===== src/rtl/idm_pkg.sv =====
package idm_pkg;
   typedef enum logic [1:0] {
      ACC_DIRECT   = 2'd0,
      ACC_INDIRECT = 2'd1,
      ACC_WREG     = 2'd2,
      ACC_BIT      = 2'd3
   } acc_kind_e;
endpackage


===== src/rtl/idm_route.sv =====
module idm_route
   import idm_pkg::*;
#(
   parameter int ADDR_W   = 8,
   parameter int BANK_W   = 2,
   parameter int IDX_W    = 8,
   parameter bit UPPER_EN = 1'b1
) (
   input  logic              clk,
   input  logic              rst_n,
   input  logic [1:0]        kind,
   input  logic [ADDR_W-1:0] addr,
   input  logic [BANK_W-1:0] bank,
   output logic              sfr_sel,
   output logic              void_sel,
   output logic              ram_sel,
   output logic              bit_mode,
   output logic [2:0]        bit_pos,
   output logic [IDX_W-1:0]  ram_idx
);
   localparam int REG_BITS = 3;
   localparam int WIN_BITS = ADDR_W - 1 - REG_BITS;
   localparam logic [ADDR_W-1:0] BIT_BASE = ADDR_W'(8'h20);

   acc_kind_e k;
   logic      hi;
   logic [ADDR_W-1:0] idx_full;

   assign k  = acc_kind_e'(kind);
   assign hi = addr[ADDR_W-1];

   always_comb begin
      sfr_sel  = 1'b0;
      void_sel = 1'b0;
      bit_mode = 1'b0;
      bit_pos  = addr[2:0];
      idx_full = addr;
      unique case (k)
         ACC_DIRECT:   sfr_sel  = hi;
         ACC_INDIRECT: void_sel = hi && !UPPER_EN;
         ACC_WREG:     idx_full = ADDR_W'({bank, addr[REG_BITS-1:0]});
         ACC_BIT: begin
            sfr_sel  = hi;
            bit_mode = !hi;
            idx_full = BIT_BASE + ADDR_W'(addr[ADDR_W-2:REG_BITS]);
         end
         default: ;
      endcase
   end

   assign ram_sel = !sfr_sel && !void_sel;
   assign ram_idx = IDX_W'(idx_full);


   direct_high_chk: assert property (@(posedge clk) disable iff (!rst_n)
      (kind == 2'd0 && addr[ADDR_W-1]) |-> (sfr_sel && !ram_sel));

   initial begin
      if (WIN_BITS != 4) $error("bit window needs an 8-bit address");
   end
endmodule


===== src/rtl/idm_store.sv =====
module idm_store #(
   parameter int DATA_W = 8,
   parameter int DEPTH  = 256,
   parameter int IDX_W  = 8
) (
   input  logic              clk,
   input  logic              rst_n,
   input  logic              we,
   input  logic              bit_mode,
   input  logic [2:0]        bit_pos,
   input  logic [IDX_W-1:0]  idx,
   input  logic [DATA_W-1:0] wdata,
   output logic [DATA_W-1:0] rdata
);
   logic [DATA_W-1:0] mem [DEPTH];
   logic [DATA_W-1:0] nxt;

   assign rdata = mem[idx];

   for (genvar gi = 0; gi < DATA_W; gi++) begin : g_lane
      always_comb begin
         if (!bit_mode)                  nxt[gi] = wdata[gi];
         else if (bit_pos == 3'(gi))     nxt[gi] = wdata[0];
         else                            nxt[gi] = rdata[gi];
      end
   end

   always_ff @(posedge clk) begin
      if (we) mem[idx] <= nxt;
   end

   logic              chk_vld;
   logic [IDX_W-1:0]  chk_idx;
   logic [DATA_W-1:0] chk_old;
   always_ff @(posedge clk or negedge rst_n) begin
      if (!rst_n) begin
         chk_vld <= 1'b0;
         chk_idx <= '0;
         chk_old <= '0;
      end else begin
         chk_vld <= we && bit_mode;
         chk_idx <= idx;
         chk_old <= rdata;
      end
   end


   bit_rmw_chk: assert property (@(posedge clk) disable iff (!rst_n)
      chk_vld |-> $onehot0(mem[chk_idx] ^ chk_old));
endmodule


===== src/rtl/idm_core.sv =====
module idm_core
   import idm_pkg::*;
#(
   parameter int DATA_W   = 8,
   parameter int ADDR_W   = 8,
   parameter int BANK_W   = 2,
   parameter bit UPPER_EN = 1'b1
) (
   input  logic              clk,
   input  logic              rst_n,
   input  logic [1:0]        acc_kind,
   input  logic [ADDR_W-1:0] acc_addr,
   input  logic [BANK_W-1:0] acc_bank,
   input  logic [DATA_W-1:0] acc_wdata,
   input  logic              acc_we,
   output logic [DATA_W-1:0] acc_rdata,
   output logic [ADDR_W-1:0] sfr_addr,
   output logic [DATA_W-1:0] sfr_wdata,
   output logic              sfr_we,
   output logic              sfr_re,
   input  logic [DATA_W-1:0] sfr_rdata
);
   localparam int DEPTH = UPPER_EN ? (1 << ADDR_W) : (1 << (ADDR_W - 1));
   localparam int IDX_W = $clog2(DEPTH);

   if (DATA_W != 8) begin : g_bad_data
      $error("data width must be 8");
   end
   if (ADDR_W != 8) begin : g_bad_addr
      $error("address width must be 8");
   end
   if (BANK_W != 2) begin : g_bad_bank
      $error("bank select must be 2 bits");
   end

   logic             sfr_sel, void_sel, ram_sel, bit_mode;
   logic [2:0]       bit_pos;
   logic [IDX_W-1:0] ram_idx;
   logic [DATA_W-1:0] ram_rd;

   idm_route #(
      .ADDR_W(ADDR_W), .BANK_W(BANK_W), .IDX_W(IDX_W), .UPPER_EN(UPPER_EN)
   ) u_route (
      .clk(clk), .rst_n(rst_n), .kind(acc_kind), .addr(acc_addr),
      .bank(acc_bank), .sfr_sel(sfr_sel), .void_sel(void_sel),
      .ram_sel(ram_sel), .bit_mode(bit_mode), .bit_pos(bit_pos),
      .ram_idx(ram_idx)
   );

   idm_store #(
      .DATA_W(DATA_W), .DEPTH(DEPTH), .IDX_W(IDX_W)
   ) u_store (
      .clk(clk), .rst_n(rst_n), .we(acc_we && ram_sel), .bit_mode(bit_mode),
      .bit_pos(bit_pos), .idx(ram_idx), .wdata(acc_wdata), .rdata(ram_rd)
   );

   assign sfr_addr  = sfr_sel ? acc_addr  : '0;
   assign sfr_wdata = sfr_sel ? acc_wdata : '0;
   assign sfr_we    = sfr_sel &&  acc_we;
   assign sfr_re    = sfr_sel && !acc_we;

   always_comb begin
      if (sfr_sel)       acc_rdata = sfr_rdata;
      else if (void_sel) acc_rdata = '0;
      else if (bit_mode) acc_rdata = DATA_W'(ram_rd[bit_pos]);
      else               acc_rdata = ram_rd;
   end


   sfr_idle_chk: assert property (@(posedge clk) disable iff (!rst_n)
      (acc_kind == 2'd1 || acc_kind == 2'd2 || !acc_addr[ADDR_W-1])
      |-> (!sfr_we && !sfr_re && sfr_addr == '0 && sfr_wdata == '0));


   bit_read_narrow_chk: assert property (@(posedge clk) disable iff (!rst_n)
      (acc_kind == 2'd3 && !acc_addr[ADDR_W-1]) |-> (acc_rdata[DATA_W-1:1] == '0));


   void_read_zero_chk: assert property (@(posedge clk) disable iff (!rst_n)
      (!UPPER_EN && acc_kind == 2'd1 && acc_addr[ADDR_W-1]) |-> (acc_rdata == '0));
endmodule


===== config.mk =====
export PLATFORM = sky130hd
export DESIGN_NAME = idm_core
export DESIGN_NICKNAME = d
export VERILOG_FILES = /design/src/rtl/idm_pkg.sv /design/src/rtl/idm_route.sv /design/src/rtl/idm_store.sv /design/src/rtl/idm_core.sv
export SDC_FILE = /design/constraint.sdc
export NUM_CORES = 2
export LEC_CHECK = 0
export BUFFER_PORTS_ARGS = -buffer_cell sky130_fd_sc_hd__buf_2
export CORE_AREA = 3 3 384 386
export DETAILED_ROUTE_END_ITERATION = 8
export DIE_AREA = 0 0 387 389
export GPL_ROUTABILITY_DRIVEN = 0
export PLACE_DENSITY = 0.7
export SYNTH_ARGS = -nofsm -noshare
export SYNTH_HDL_FRONTEND = slang
export SYNTH_HIERARCHICAL = 1
export SYNTH_SLANG_ARGS = --single-unit

===== constraint.sdc =====
create_clock -name clk -period 5.8 [get_ports clk]
set_input_delay 0.29 -clock clk [delete_from_list [all_inputs] [get_ports clk]]
set_output_delay 0.29 -clock clk [all_outputs]
set_load 0.005 [all_outputs]

==> summary.txt <==
Worst setup path
  • R2R setup slack: 1660 ps
  • Startpoint Class: input port
  • Cell Chain, Critical Path: buf_2, inv_1, ha_1, nand2b_2, a22o_4, buf_12, buf_4, mux4_2, a22oi_1, a21oi_1, o41ai_4, buf_4, nand4_1, mux4_1, nor2_1, o31ai_1, buf_2
  • Cells on worst reg2reg path: 7
  • Worst Path Buf+Inv: 6
  • WP depth: 17
  • CP arrival: 5270 ps
  • Crit path kind: in -> out
  • Crit-path slowest cell: o41ai_4
  • CP max stage delay: 790 ps
  • RR Endpoint: u_store/mem[107][0]
  • FF-to-FF Start: u_store/mem[207][0]
  • CP max FO: 25
  • Worst setup path end: acc_rdata[0]
  • Crit. End Element: primary output
  • CP required: 5510 ps
  • Critical Path Start: acc_kind[0]
  • Delay-heaviest family, CP: compound AO/OA/AOI/OAI gates

Synth
  • Post-synthesis compound-gate area fraction: 3.479%
  • Synthesized cell area: 0.07904 mm^2
  • Yosys warning total: 6
  • Sequential fraction of the synthesis area: 77.80%
  • Avg Cell Area, Syn: 21.73 um^2
  • XOR/XNOR Fraction of Synth Area: 0%
  • Synth Area in Simple Gates: 2.194%
  • Largest family of logic cells by synthesized area: multiplexers
  • Synth Area in Adders: 0.03166%
  • Post-Syn Nets: 3,670
  • Yosys cell types: 45
  • Post-synthesis register bit count: 2,048
  • Post-synthesis mux area share: 15.15%
  • Cells after synthesis: 3,637

Global routing
  • Routing usage on met2: 38.11%
  • Global Route Usage Sum: 24.92%
  • Vias in the first global route: 38,779
  • Initial antenna violation count: 3
  • GR peak layer: met2
  • Largest net degree at the start of global routing: 133
  • Grt met3 use: 5.025%
  • Met1 usage: 36.51%
  • First-pass GRT wire length: 272,400 um
  • Grt ovf: 0

Layout
  • Layout cells sized above 1: 27.72%
  • Most frequent cells in the layout: 2,048 x edfxtp_1, 526 x mux4_2, 237 x nor2_1
  • Post-route insts no fill: 5,945
  • Max FFs per register: 2,048
  • Commonest non-fill, non-tap cell in the layout: edfxtp_1
  • Regs by FF count: u_store/mem: 2048 flops
  • Largest register by flop count: u_store/mem
  • Final #Nets: 3,909
  • Area Overhead vs Synth: 13.23%

STA
  • Final Worst Setup Slack: 243.0 ps
  • Max Slew Vio Count: 0
  • Tcrit/Tclk final: 95.81%
  • Fin crit period: 5557 ps
  • Fmax achieved: 180.0 MHz
  • Final setup viols: 0
  • Fin Clk Skew: 56.81 ps
  • RSZ-0062 raised after global routing: no
  • Relative slew slack: 8.806%
  • Hold Violations, Final: 0
  • Worst-Margin Slew: 1365 ps

Detailed routing
  • DR WL/cell: 31.18 um
  • Post-route ant nets: 0
  • Residual DRC: 0
  • Routed vias: 38,896
  • Drt first pass iters: 6
  • Post-Route WL: 185,400 um
  • Via/cell ratio: 6.543
  • 1st-iter DRT viols: 4,779

Floorplan
  • Core ar.: 0.1438 mm^2
  • Chip height: 389 um
  • Initial core utilization: 54.96%
  • Ports: 57
  • Die area: 0.1505 mm^2
  • Num rows: 139
  • Die Wd: 387 um

CTS
  • Num CTS Buffers: 199
  • H-tree depth: 4
  • Clk buf depth: 3
  • Worst-skew pair later-pin latency: 830 ps
  • Clock root buffer: clkbuf_16
  • TritonCTS clock tree: yes
  • Setup repair bufs after CTS: 0
  • Clock sink count: 2,048
  • Reg clk slew, reported paths: 60 ps
  • CTS hold repair buffers: 0

Power
  • Worst vdd ir: 0.0003197 V
  • Tot Pwr: 31,440 uW
  • P_leak: 0.02769 uW
  • Power per Cell Area: 351.3 mW/mm^2

Outcome
  • Status: completed

Place
  • Post-DP HPWL: 112,100 um
  • Dpl cells: 5,578
  • Dpl ws: -118.2 ps
  • # port buffers: 55

Flow run
  • MaxCap Viol Count: 0

Min path
  • Worst Hold Class: in -> reg
[report_power, final]
group | internal (uW) | switching (uW)
clock network | 7140 | 5400
logic | 879 | 1530
registers | 16500 | 4.04
[how the worst min path moves through the flow]
stage / to / slack, ps / startpoint / cells past startpoint
final: u_store/mem[207][5] / 120 / acc_wdata[5] / 4
after floorplan: sfr_re / 610 / acc_we / 1
after detailed placement: acc_rdata[6] / 850 / sfr_rdata[6] / 4
after global placement: sfr_re / 850 / acc_we / 3
after CTS: u_store/mem[207][5] / 60 / acc_wdata[5] / 4
after global routing: u_store/mem[207][5] / 140 / acc_wdata[5] / 4
[area by class of cell]
cell class,instances,area [um^2]
flip-flops and latches,2048,61500
fillers,9547,54330
multi-input cells,1341,16660
clock buffers,232,5167
repair buffers,274,2520
well taps,1903,2381
clock inverters,134,1221
inverters,12,45.04
diodes,1,2.502
[cells in the mapped netlist]
| library cell | instances | area (um^2) |
|---|---|---|
| nor4b_1 | 1 | 8.760 |
| mux4_2 | 526 | 11850 |
| nor2_1 | 238 | 893.4 |
| nor2b_1 | 10 | 62.56 |
| a31o_2 | 7 | 61.31 |
| a22o_1 | 4 | 35.03 |
| nand2_1 | 51 | 191.4 |
| buf_6 | 5 | 56.30 |
| or4_1 | 1 | 7.510 |
| nand4b_1 | 1 | 8.760 |
| nand3b_1 | 3 | 22.52 |
| and2_1 | 22 | 137.6 |
| ha_1 | 2 | 25.02 |
| o221a_2 | 1 | 11.26 |
| or3_1 | 1 | 6.260 |
| nand2b_2 | 1 | 8.760 |
| o41ai_1 | 28 | 245.2 |
| o21ai_0 | 9 | 45.04 |
| o221ai_1 | 1 | 8.760 |
| a2bb2oi_1 | 1 | 8.760 |
| or2_2 | 2 | 12.51 |
| o22ai_1 | 8 | 50.05 |
| a21o_1 | 1 | 7.510 |
| a21oi_1 | 113 | 565.5 |
| nand3_1 | 21 | 105.1 |
| nor3_1 | 30 | 150.1 |
| and2_0 | 1 | 6.260 |
| mux2i_1 | 6 | 60.06 |
| buf_4 | 4 | 30.03 |
| nand2b_1 | 5 | 31.28 |
| or3b_2 | 2 | 17.52 |
| nor3b_1 | 1 | 7.510 |
| buf_1 | 22 | 82.58 |
| edfxtp_1 | 2048 | 61500 |
| conb_1 | 1 | 3.750 |
| buf_2 | 56 | 280.3 |
| clkbuf_1 | 149 | 559.3 |
| inv_2 | 1 | 3.750 |
| inv_1 | 11 | 41.29 |
| o211ai_1 | 2 | 15.01 |
| mux4_1 | 1 | 26.28 |
| mux2_2 | 4 | 45.04 |
| a22oi_1 | 224 | 1682 |
| nand4_1 | 9 | 56.30 |
| o31ai_1 | 2 | 15.01 |
[worst register-to-register path, delay by kind of cell (launching register included)]
| kind | cells | cell delay [ps] |
|---|---|---|
| muxes | 3 | 1610 |
| buffers and inverters | 1 | 340 |
| DFF | 1 | 370 |
| AOI/OAI and AO/OA | 2 | 670 |
| and+or+nand+nor | 1 | 770 |
[repair_timing]
action	CTS	global route
resized for setup	1	2
pin swaps	0	1
endpoints found under the setup margin	1	1
[metrics by stage]
stage                     setup TNS [ps]  cell area, um^2  hold slack, ps  util (%)
after global routing                   0            89500           141.7     62.22
final                                  0            89500           121.6     62.23
after CTS                              0            89470           59.84     62.21
after detailed placement          -617.3            83080           851.0     57.76
after floorplan                        0            79040           610.2         -
after global placement            -35700            83070           846.6     57.76
[metal layers]
metal / share of wire, % / vias to the layer above
met5: 0.0070 / -
li1: - / 15874
met3: 11 / 327
met2: 47 / 2208
met4: 3.3 / 2
met1: 39 / 20485
[kinds of logic (layout without fill, tap and decap cells)]
logic type	count (synthesis)	after routing
other	1	2
multiplexers	537	537
flip-flops	2048	2048
AND/OR/NAND/NOR	400	400
buffers and inverters	248	652
AO/OA/AOI/OAI	401	401
adder cells (fa/ha/maj)	2	2
Power figures use the tool's default switching activity.
